`config.mk`:
```
export PLATFORM = sky130hd
export DESIGN_NAME = supply_probe_detect
export DESIGN_NICKNAME = d
export VERILOG_FILES = /design/src/rtl/supply_probe_pkg.sv /design/src/rtl/sp_probe_timer.sv /design/src/rtl/sp_flag_sync.sv /design/src/rtl/sp_edge_counter.sv /design/src/rtl/supply_probe_detect.sv
export SDC_FILE = /design/constraint.sdc
export NUM_CORES = 1
export LEC_CHECK = 0
export BUFFER_PORTS_ARGS = -buffer_cell sky130_fd_sc_hd__buf_2
export CAP_MARGIN = 20
export CORE_MARGIN = 2
export CORE_UTILIZATION = 50
export DETAILED_ROUTE_END_ITERATION = 12
export PLACE_DENSITY = 0.69
export SLEW_MARGIN = 30
export SYNTH_ARGS = -nofsm -noshare
export SYNTH_HDL_FRONTEND = slang
export SYNTH_SLANG_ARGS = --single-unit
export TNS_END_PERCENT = 100
```
`constraint.sdc`:
```
create_clock -name clk -period 2.3 [get_ports clk]
set_input_delay 0 -clock clk [delete_from_list [all_inputs] [get_ports clk]]
set_output_delay 0 -clock clk [all_outputs]
set_load 0.1 [all_outputs]
```
`src/rtl/supply_probe_pkg.sv`:
```
package supply_probe_pkg;

    typedef enum logic [1:0] {
        SP_IDLE     = 2'd0,
        SP_PROBE    = 2'd1,
        SP_ANNOUNCE = 2'd2,
        SP_READY    = 2'd3
    } sp_state_t;

endpackage

```
`src/rtl/sp_probe_timer.sv`:
```
module sp_probe_timer #(
    parameter int PERIOD_CYC = 10000,
    parameter int WIDTH_CYC  = 100
) (
    input  logic clk,
    input  logic rst_n,
    input  logic run,
    output logic pulse_on
);
    localparam int CW = (PERIOD_CYC > 1) ? $clog2(PERIOD_CYC) : 1;
    localparam logic [CW-1:0] LAST  = CW'(PERIOD_CYC - 1);
    localparam logic [CW-1:0] WIDTH = CW'(WIDTH_CYC);

    logic [CW-1:0] phase;

    always_ff @(posedge clk or negedge rst_n) begin
        if (!rst_n) begin
            phase <= '0;
        end else if (!run) begin
            phase <= '0;
        end else if (phase == LAST) begin
            phase <= '0;
        end else begin
            phase <= phase + 1'b1;
        end
    end

    assign pulse_on = run && (phase < WIDTH);

    AST_TIMER_STEP: assert property (@(posedge clk) disable iff (!rst_n)
        (run && $past(run)) |-> (phase == CW'($past(phase) + 1'b1) || phase == '0));

endmodule

```
`src/rtl/sp_flag_sync.sv`:
```
module sp_flag_sync #(
    parameter int STAGES = 2
) (
    input  logic clk,
    input  logic rst_n,
    input  logic clear,
    input  logic flag_in,
    output logic toggled
);
    logic [STAGES-1:0] chain;
    logic              last_seen;

    genvar g;
    generate
        for (g = 0; g < STAGES; g++) begin : g_stage
            if (g == 0) begin : g_first
                always_ff @(posedge clk or negedge rst_n) begin
                    if (!rst_n)     chain[0] <= 1'b0;
                    else if (clear) chain[0] <= 1'b0;
                    else            chain[0] <= flag_in;
                end
            end else begin : g_next
                always_ff @(posedge clk or negedge rst_n) begin
                    if (!rst_n)     chain[g] <= 1'b0;
                    else if (clear) chain[g] <= 1'b0;
                    else            chain[g] <= chain[g-1];
                end
            end
        end
    endgenerate

    always_ff @(posedge clk or negedge rst_n) begin
        if (!rst_n)     last_seen <= 1'b0;
        else if (clear) last_seen <= 1'b0;
        else            last_seen <= chain[STAGES-1];
    end

    assign toggled = chain[STAGES-1] ^ last_seen;

endmodule

```
`src/rtl/sp_edge_counter.sv`:
```
module sp_edge_counter #(
    parameter int TARGET = 4
) (
    input  logic clk,
    input  logic rst_n,
    input  logic clear,
    input  logic bump,
    output logic reached
);
    localparam int KW = $clog2(TARGET + 1);
    localparam logic [KW-1:0] TOP = KW'(TARGET);

    logic [KW-1:0] tally;

    always_ff @(posedge clk or negedge rst_n) begin
        if (!rst_n) begin
            tally <= '0;
        end else if (clear) begin
            tally <= '0;
        end else if (bump && tally != TOP) begin
            tally <= tally + 1'b1;
        end
    end

    assign reached = (tally == TOP);

    AST_NO_OVERFLOW: assert property (@(posedge clk) disable iff (!rst_n)
        tally <= TOP);

endmodule

```
`src/rtl/supply_probe_detect.sv`:
```
module supply_probe_detect
    import supply_probe_pkg::*;
#(
    parameter int PERIOD_CYC  = 10000,
    parameter int WIDTH_CYC   = 100,
    parameter int SYNC_STAGES = 2,
    parameter int EDGE_TARGET = 4
) (
    input  logic clk,
    input  logic rst_n,
    input  logic por_ok,
    input  logic shutdown,
    input  logic node_above,
    output logic probe_gate,
    output logic ready,
    output logic ready_stb,
    output logic busy
);
    sp_state_t state, state_nx;
    logic      abort;
    logic      probing;
    logic      pulse_on;
    logic      flag_toggled;
    logic      edges_reached;

    assign abort   = !por_ok || shutdown;
    assign probing = (state == SP_PROBE);

    sp_probe_timer #(
        .PERIOD_CYC (PERIOD_CYC),
        .WIDTH_CYC  (WIDTH_CYC)
    ) i_timer (
        .clk      (clk),
        .rst_n    (rst_n),
        .run      (probing),
        .pulse_on (pulse_on)
    );

    sp_flag_sync #(
        .STAGES (SYNC_STAGES)
    ) i_sync (
        .clk     (clk),
        .rst_n   (rst_n),
        .clear   (!probing),
        .flag_in (node_above),
        .toggled (flag_toggled)
    );

    sp_edge_counter #(
        .TARGET (EDGE_TARGET)
    ) i_count (
        .clk     (clk),
        .rst_n   (rst_n),
        .clear   (!probing),
        .bump    (flag_toggled),
        .reached (edges_reached)
    );

    always_comb begin
        state_nx = state;
        unique case (state)
            SP_IDLE:     if (!abort) state_nx = SP_PROBE;
            SP_PROBE:    if (abort) state_nx = SP_IDLE;
                         else if (edges_reached) state_nx = SP_ANNOUNCE;
            SP_ANNOUNCE: state_nx = abort ? SP_IDLE : SP_READY;
            SP_READY:    if (abort) state_nx = SP_IDLE;
            default:     state_nx = SP_IDLE;
        endcase
    end

    always_ff @(posedge clk or negedge rst_n) begin
        if (!rst_n) state <= SP_IDLE;
        else        state <= state_nx;
    end

    always_comb begin
        probe_gate = 1'b0;
        ready      = 1'b0;
        ready_stb  = 1'b0;
        busy       = 1'b0;
        unique case (state)
            SP_IDLE: ;
            SP_PROBE: begin
                busy       = 1'b1;
                probe_gate = pulse_on;
            end
            SP_ANNOUNCE: begin
                ready     = 1'b1;
                ready_stb = 1'b1;
            end
            SP_READY: ready = 1'b1;
            default: ;
        endcase
    end

    AST_ABORT_TO_IDLE: assert property (@(posedge clk) disable iff (!rst_n)
        abort |=> (state == SP_IDLE));
    AST_STROBE_SINGLE: assert property (@(posedge clk) disable iff (!rst_n)
        ready_stb |=> !ready_stb);
    AST_READY_HOLDS: assert property (@(posedge clk) disable iff (!rst_n)
        (ready && !abort) |=> ready);
    AST_READY_NEEDS_EDGES: assert property (@(posedge clk) disable iff (!rst_n)
        $rose(ready) |-> $past(edges_reached));
    AST_NO_GATE_AFTER_READY: assert property (@(posedge clk) disable iff (!rst_n)
        ready |-> !probe_gate);

endmodule

```
==> results.toml, run 1 <==
[clock_network]
cts_buffer_depth = 2
clkLatencyLatePin_ns = 0.30
clock_sinks = 22
clkTransAtPathRegs_ns = 0.12
cts_resized = 0
tritoncts = "done"
numCtsBuffers = 3
postCtsSetupRepairBufs = 0
root_buffer = "clkbuf_4"
cts_max_level = 1
cts_hold_buf = 4

[sta]
post-route-min-period_ns = 2.156
setup_viol = 0
maxSlewViolCount = 0
rsz0062_at_grt = "no"
setup_slack_ns = 0.1438
hold_viol = 0
timing.fmax_mhz = 463.8
skew_ns = 0.001608
min_period_over_period = 0.9375
worstMarginPinSlew_ns = 0.4803
slew_headroom = 0.6798
setup_tns_ns = 0

[synthesis]
synth_nets = 111
seq_area_frac_synth = 0.5170
synth.distinct_cells = 26
synth_edf_count = 0
syn_inst = 103
avgSynthCellArea_sq_um = 10.34
synthFlopType = "dfrtp_1"
ys_warn_count = 0
async_reset_ff_frac = 1.000
netlist_area_sq_um = 1065
synth-seq-cells = 22

[pwr]
p_leak_nw = 0.5574
power_density_nw_per_um2 = 587.2
irDropWorstVdd_mv = 0.6849
power_mw = 0.7362

[placement]
hpwl_um = 1421
dp_cells = 138
gp_congestion = 0.7445
place_ws_ns = 0.4789
port_buffers = 8

[run_status]
status = "finished, final reports clean"

[grt]
grt_pass1_vias = 717
grt_usage = 0.1806
antenna_found_initial = 0
grt-ovfl-total = 0
grt_pass1_wl_um = 3339
grt_max_degree = 23

[setup_path]
crit_required_ns = 2.30
startpoint_type = "flip-flop"
crit_chain = "or3_4, or4_4, nor4_4, buf_2"
timing_worst_setup_path_type = "reg -> out"
end_kind = "output pin"
critPathMaxFanout = 3
path_delay_family = "simple AND/OR/NAND/NOR gates"
cp_slowest_stage_delay_ns = 0.45
crit_buf_inv = 1
cp.arrival_ns = 2.16
slowest_stage = "buf_2"

[final_layout]
final_cells = 146
fin_nets = 128
multi_input_area_sq_um = 499.2
syn_to_final_growth_pct = 17.74
final_cell_mix = "dfrtp_1 (22), nor2_1 (15), buf_2 (8)"
final_layout_size_suffix_gt1_frac = 0.1681
fillers = 161
mostFrequentLayoutCell = "dfrtp_1"
regArea_sq_um = 550.5
insertedDiodeCount = 0

[drt]
drt_iter0_drc = 5
firstDrtPassIters = 4
drt-wirelength-per-cell_um = 13.16
route.antenna.remaining_nets = 0
dr_total_vias = 759
wirelength_um = 1922
via_per_inst = 5.199
drc_errors = 0

[floorplanning]
die_h_um = 50.15
coreArea_sq_um = 1982
start_util = 0.5372
io_pins = 9
fp.dieArea_sq_um = 2515
rows = 16
die-width_um = 50.15

[flow_run]
drv_cap = 0

[min_path]
hp-class = "in -> async"
-- state kept, by name, summed over array words and instances (netlist names) --
register / cells
i_sync.last_seen: 1
i_timer.phase: 14
state: 2
i_sync.chain: 2
i_count.tally: 3
-- stage by stage --
stage	instance area, sq um	hold slack, ns	utilization
after floorplan	1087	-0.2956	-
after global placement	1161	-0.01294	0.5859
after detailed placement	1161	-0.01340	0.5859
after CTS	1254	0.1696	0.6326
after global routing	1254	0.1937	0.6326
final	1254	0.1665	0.6326
-- power breakdown --
part | total [mW] | internal (mW) | switching [mW]
sequential | 0.394 | 0.390 | 0.00329
clock | 0.291 | 0.176 | 0.115
combinational | 0.0517 | 0.0172 | 0.0345
total | 0.736 | 0.584 | 0.152
-- area by class of cell --
cell class	instances	share of cell area
multi-input combinational	73	0.3982
clock buffer	3	0.01796
inverter	6	0.01796
timing repair buffer	14	0.07585
clock inverter	1	0.02395
tap	27	0.02695
sequential	22	0.4391
-- logic make-up (layout without fill, tap and decap cells) --
logic type | count (synthesis) | after routing | share of synthesized area
DFF | 22 | 22 | 0.5170
buffers and inverters | 8 | 24 | 0.03525
xor gates and xnor gates | 13 | 13 | 0.1069
and+or+nand+nor | 48 | 48 | 0.2338
adders and majority gates | 3 | 3 | 0.03526
AOI/OAI and AO/OA | 9 | 9 | 0.07168
-- layer usage --
| metal | global-route usage | vias up | share of wire |
|---|---|---|---|
| li1 | - | 383 | - |
| met1 | 0.2609 | 364 | 0.48 |
| met2 | 0.2675 | 12 | 0.48 |
| met3 | 0.05357 | 0 | 0.039 |
| met4 | 0.04167 | 0 | 0 |
| met5 | 0 | - | 0 |
-- cells in the mapped netlist (all sizes together) (2+ instances only) --
master	instances	area, sq um
dfrtp	22	550.5
nor2	15	56.30
xnor2	7	61.31
inv	6	22.52
nand2	6	22.52
xor2	6	52.55
nand3	5	25.02
nand4	4	25.02
nor3	4	20.02
a21oi	3	15.01
and2	3	18.77
ha	3	37.54
or3	3	20.02
a31oi	2	12.51
nand2b	2	12.51
nor4	2	12.51
o21ai	2	10.01
-- final timing paths --
check                                  start                 to  slack, ns  cells past startpoint
max                        i_timer.phase[11]         probe_gate       0.14                      4
min                                    rst_n   i_timer.phase[6]       0.17                      2
max reg2reg                 i_timer.phase[4]  i_timer.phase[13]       0.53                      4
min reg2reg                  i_sync.chain[0]    i_sync.chain[1]       0.47                      1
max in group asynchronous              rst_n   i_count.tally[1]       1.81                      2
min in group clk                  node_above    i_sync.chain[0]       0.43                      3
Power figures use the tool's default switching activity.
==> inputs of run 2 (changes only) <==
--- a/config.mk
+++ b/config.mk
@@ -10,7 +10,7 @@
 export CORE_MARGIN = 2
 export CORE_UTILIZATION = 50
 export DETAILED_ROUTE_END_ITERATION = 12
-export PLACE_DENSITY = 0.69
+export PLACE_DENSITY_LB_ADDON = 0.3
 export SLEW_MARGIN = 30
 export SYNTH_ARGS = -nofsm -noshare
 export SYNTH_HDL_FRONTEND = slang
==> run 2 against run 1 <==
Global-route usage shrank 0.053 points. Flip-flop and latch count is the same. Power shrank 11%. Clock power shrank 28%. Critical path type unchanged.
==> results.toml, run 2 (same netlist as run 1, synthesis figures left out) <==
[setup_path]
crit_chain = "or3_4, or4_4, nor4_4, buf_2"
reg2reg_depth = 4
crit_required_ns = 2.30
end_kind = "output pin"
cp_slowest_stage_delay_ns = 0.46
rr_startpoint = "i_timer.phase[4]"
ff2ff_setup_slack_ns = 0.39
slowest_stage = "buf_2"
crit_buf_inv = 1
critPathMaxFanout = 3
timing.rr.end = "i_timer.phase[5]"
timing_worst_setup_path_type = "reg -> out"
cp.arrival_ns = 2.20
path_delay_family = "simple AND/OR/NAND/NOR gates"
startpoint_type = "flip-flop"

[final_layout]
fin_area_sq_um = 1230
mostFrequentLayoutCell = "dfrtp_1"
fillers = 154
syn_to_final_growth_pct = 15.51
largest_reg_flops = 14
final_layout_size_suffix_gt1_frac = 0.1610
reg_top3 = "i_timer.phase (14), i_count.tally (3)"
regMostFlops = "i_timer.phase"
insertedDiodeCount = 0
fin_nets = 127
final_cell_mix = "dfrtp_1 (22), nor2_1 (15), buf_2 (8)"
final_cells = 145

[clock_network]
root_buffer = "clkbuf_4"
cts_max_level = 1
postCtsSetupRepairBufs = 0
clkLatencyLatePin_ns = 0.30
numCtsBuffers = 3
cts_buffer_depth = 2
clkTransAtPathRegs_ns = 0.12
cts_resized = 0
clock_sinks = 22
tritoncts = "done"

[pwr]
swShare = 0.2308
switching_power_mw = 0.1510
power_density_nw_per_um2 = 532.0
combPwrFrac = 0.077
irDropWorstVdd_mv = 0.4075
p_int_mw = 0.5033
p_leak_nw = 0.5459
share_seq_of_total_power = 0.601
p_clk_frac = 0.322

[sta]
maxSlewViolCount = 0
setup_tns_ns = 0
whs_ns = 0.1680
rsz0062_at_grt = "no"
post-route-min-period_ns = 2.200
setup_viol = 0
skew_ns = 0.003796
slew_headroom = 0.6784
timing.fmax_mhz = 454.5
hold_viol = 0
min_period_over_period = 0.9567
worstMarginPinSlew_ns = 0.4824

[grt]
top_usage_layer = "met2"
antenna_found_initial = 0
grt_usage = 0.1801
met3_usage = 0.03571
grt_pass1_vias = 801
met1_usage = 0.2277
grt_pass1_wl_um = 3346
grt_util_met2 = 0.2763
grt-ovfl-total = 0
grt_max_degree = 23

[floorplanning]
fp.dieArea_sq_um = 2515
rows = 16
coreArea_sq_um = 1982
die-width_um = 50.15
die_h_um = 50.15
start_util = 0.5372
io_pins = 9

[placement]
place_area_sq_um = 1154
port_buffers = 8
gp_congestion = 0.7802
hpwl_um = 1374
dp_cells = 137

[flow_run]
drv_cap = 0

[drt]
firstDrtPassIters = 4
drt_iter0_drc = 17
dr_total_vias = 775
route.antenna.remaining_nets = 0
via_per_inst = 5.345
drt-wirelength-per-cell_um = 12.84
wirelength_um = 1862
drc_errors = 0

[min_path]
hp-class = "in -> async"

[run_status]
status = "finished, final reports clean"
==> run 2: cell count changes in the layout (fill, tap and decap cells not counted), sizes merged <==
cell    before  now
clkbuf       3    4
bufinv       1    0
buf         10    9
==> run 2: how the worst max path moves through the flow <==
stage | startpoint | endpoint | cells after the start
6_report | i_timer.phase[11] | probe_gate | 4
5_1_grt | i_timer.phase[11] | probe_gate | 4
4_1_cts | i_timer.phase[11] | probe_gate | 4
3_5_place_dp | i_timer.phase[6] | i_timer.phase[5] | 4
3_3_place_gp | i_timer.phase[4] | i_timer.phase[13] | 4
2_1_floorplan | i_timer.phase[11] | probe_gate | 3
==> run 2: cell type report <==
class / instances / area [sq um] / area share
multi-input combinational: 73 / 499.2 / 0.4059
sequential: 22 / 550.5 / 0.4476
timing repair buffer: 13 / 87.58 / 0.07121
inverter: 6 / 22.52 / 0.01831
tap: 27 / 33.78 / 0.02747
clock buffer: 4 / 36.28 / 0.02950
==> run 2: metrics by stage <==
stage | util | setup slack [ns] | total power [mW]
finish | 0.6206 | 0.09957 | 0.6543
global placement | 0.5821 | 0.4530 | 0.4460
global route | 0.6206 | 0.04736 | 0.6841
CTS | 0.6206 | 0.09092 | 0.6619
detailed placement | 0.5821 | 0.4079 | 0.4472
floorplan | - | 0.1006 | 0.4314
==> run 2: per-layer routing <==
layer | wire, um | vias up | share of wire
met3 | 69 | 9 | 0.037
met4 | 60 | 0 | 0.032
met2 | 896 | 22 | 0.48
li1 | - | 381 | -
met5 | 0 | - | 0
met1 | 835 | 363 | 0.45
==> run 2: power groups by stage <==
stage,logic (mW),registers [mW],clock network [mW]
floorplan,0.0310,0.400,0
CTS,0.0515,0.393,0.217
global placement,0.0452,0.401,0
finish,0.0504,0.393,0.210
detailed placement,0.0463,0.401,0
global route,0.0556,0.394,0.234
==> run 2: timing repair <==
item                                    in CTS  in global routing
endpoints found under the setup margin       0                  0
endpoints found under the hold margin       25                  0
hold buffers                                 4                  0
==> inputs of run 3 (changes only) <==
--- a/config.mk
+++ b/config.mk
@@ -5,9 +5,11 @@
 export SDC_FILE = /design/constraint.sdc
 export NUM_CORES = 1
 export LEC_CHECK = 0
+export ABC_CLOCK_PERIOD_IN_PS = 2300
 export BUFFER_PORTS_ARGS = -buffer_cell sky130_fd_sc_hd__buf_2
 export CAP_MARGIN = 20
-export CORE_MARGIN = 2
+export CORE_ASPECT_RATIO = 0.8
+export CORE_MARGIN = 1.5
 export CORE_UTILIZATION = 50
 export DETAILED_ROUTE_END_ITERATION = 12
 export PLACE_DENSITY_LB_ADDON = 0.3
==> run 3 against run 2 <==
Power up 13%. Non-clock buffer count unchanged. Wire length up 3.1%. Flip-flop and latch count unchanged. Sequential share of layout area down 0.45 points. Critical path type unchanged. Largest cell class unchanged. Largest power group unchanged.
==> results.toml, run 3 (same netlist as run 1, synthesis figures left out) <==
[setup_path]
timing_worst_setup_path_type = "reg -> out"
crit_required_ns = 2.30
end_kind = "output pin"
cp.arrival_ns = 2.15
rr_startpoint = "i_timer.phase[4]"
ff2ff_setup_slack_ns = 0.41
critPathMaxFanout = 3
crit_start = "i_timer.phase[11]"
startpoint_type = "flip-flop"

[floorplanning]
die_h_um = 44.28
start_util = 0.5476
io_pins = 9
rows = 14
coreArea_sq_um = 1944
fp.dieArea_sq_um = 2417
die-width_um = 54.60

[grt]
grt_pass1_wl_um = 3270
grt_usage = 0.1943
antenna_found_initial = 0
grt_pass1_vias = 737
grt-ovfl-total = 0
grt_max_degree = 23

[placement]
port_buffers = 8
place_area_sq_um = 1150
place_ws_ns = 0.4264
gp_congestion = 0.7647
hpwl_um = 1408

[pwr]
irDropWorstVdd_mv = 0.4284
share_seq_of_total_power = 0.534
p_leak_nw = 0.5529
swShare = 0.2089
p_clk_frac = 0.398
combPwrFrac = 0.068
switching_power_mw = 0.1539
p_int_mw = 0.5827
power_density_nw_per_um2 = 592.9

[sta]
slew_headroom = 0.6739
hold_viol = 0
maxSlewViolCount = 0
timing.fmax_mhz = 464.2
setup_tns_ns = 0
setup_viol = 0
post-route-min-period_ns = 2.154
skew_ns = 0.005346
worstMarginPinSlew_ns = 0.4925
setup_slack_ns = 0.1458
min_period_over_period = 0.9366
rsz0062_at_grt = "no"

[drt]
dr_wl_met2_um = 897
firstDrtPassIters = 5
drt_iter0_drc = 10
via_per_inst = 5.465
route.antenna.remaining_nets = 0
drt-wirelength-per-cell_um = 13.51
top_layer = "met4"
wl_met3_um = 90
met1_length_um = 921
drc_errors = 0
dr_total_vias = 776
wirelength_um = 1919

[clock_network]
cts_buffer_depth = 2
cts_hold_buf = 4
root_buffer = "clkbuf_4"
clkTransAtPathRegs_ns = 0.12
cts_resized = 0
numCtsBuffers = 3
cts_max_level = 1
tritoncts = "done"
postCtsSetupRepairBufs = 0
clkLatencyLatePin_ns = 0.31
clock_sinks = 22

[final_layout]
final_cell_mix = "dfrtp_1 (22), nor2_1 (15), buf_2 (8)"
reg_top3 = "i_timer.phase (14), i_count.tally (3)"
largest_reg_flops = 14
regMostFlops = "i_timer.phase"
fin_nets = 127
finalCoreUtilization = 0.6390
mostFrequentLayoutCell = "dfrtp_1"
final_layout_size_suffix_gt1_frac = 0.1610
syn_to_final_growth_pct = 16.69
insertedDiodeCount = 0
fin_area_sq_um = 1242

[run_status]
status = "finished, final reports clean"

[flow_run]
drv_cap = 0

[min_path]
hp-class = "in -> async"
## run 3: cell types whose count changed in the layout (fill, tap and decap cells not counted), sizes merged
cell,delta
clkbuf,-1
bufinv,+1
## run 3: power by group through the flow
stage	Sequential (mW)	Combinational, mW	Clock, mW
CTS	0.394	0.0512	0.300
global placement	0.401	0.0455	0
global route	0.394	0.0551	0.318
finish	0.394	0.0502	0.293
floorplan	0.400	0.0310	0
detailed placement	0.401	0.0459	0
## run 3: final timing paths
kind	cells past startpoint	end
min reg2reg	1	i_sync.chain[1]
max	4	probe_gate
min in group clk	3	i_sync.chain[0]
min	2	i_timer.phase[10]
max in group asynchronous	2	i_timer.phase[3]
max reg2reg	4	i_timer.phase[3]
## run 3: layout make-up
cell class | instances | area (sq um)
fill | 164 | 701.9
sequential | 22 | 550.5
multi-input combinational | 73 | 499.2
timing repair buffer | 13 | 87.58
clock inverter | 1 | 30.03
tap | 24 | 30.03
clock buffer | 3 | 22.52
inverter | 6 | 22.52
## run 3: stage by stage
step           instances  total power [mW]  hold slack [ns]
3_3_place_gp         134            0.4463         -0.01108
3_5_place_dp         134            0.4470        -0.008695
2_1_floorplan        103            0.4314          -0.2956
4_1_cts              142            0.7444           0.1831
6_report             142            0.7366           0.1630
5_1_grt              142            0.7671           0.2178
## run 3: critical path: stages (launching register included)
cell and delay (ns):
dfrtp_1 0.42, or3_4 0.41, or4_4 0.43, nor4_4 0.12, buf_2 0.46
## run 3: layer usage
metal,track usage,up-vias
met5,0,-
met1,0.2544,380
li1,-,380
met3,0.07095,2
met4,0.04500,0
met2,0.3071,14
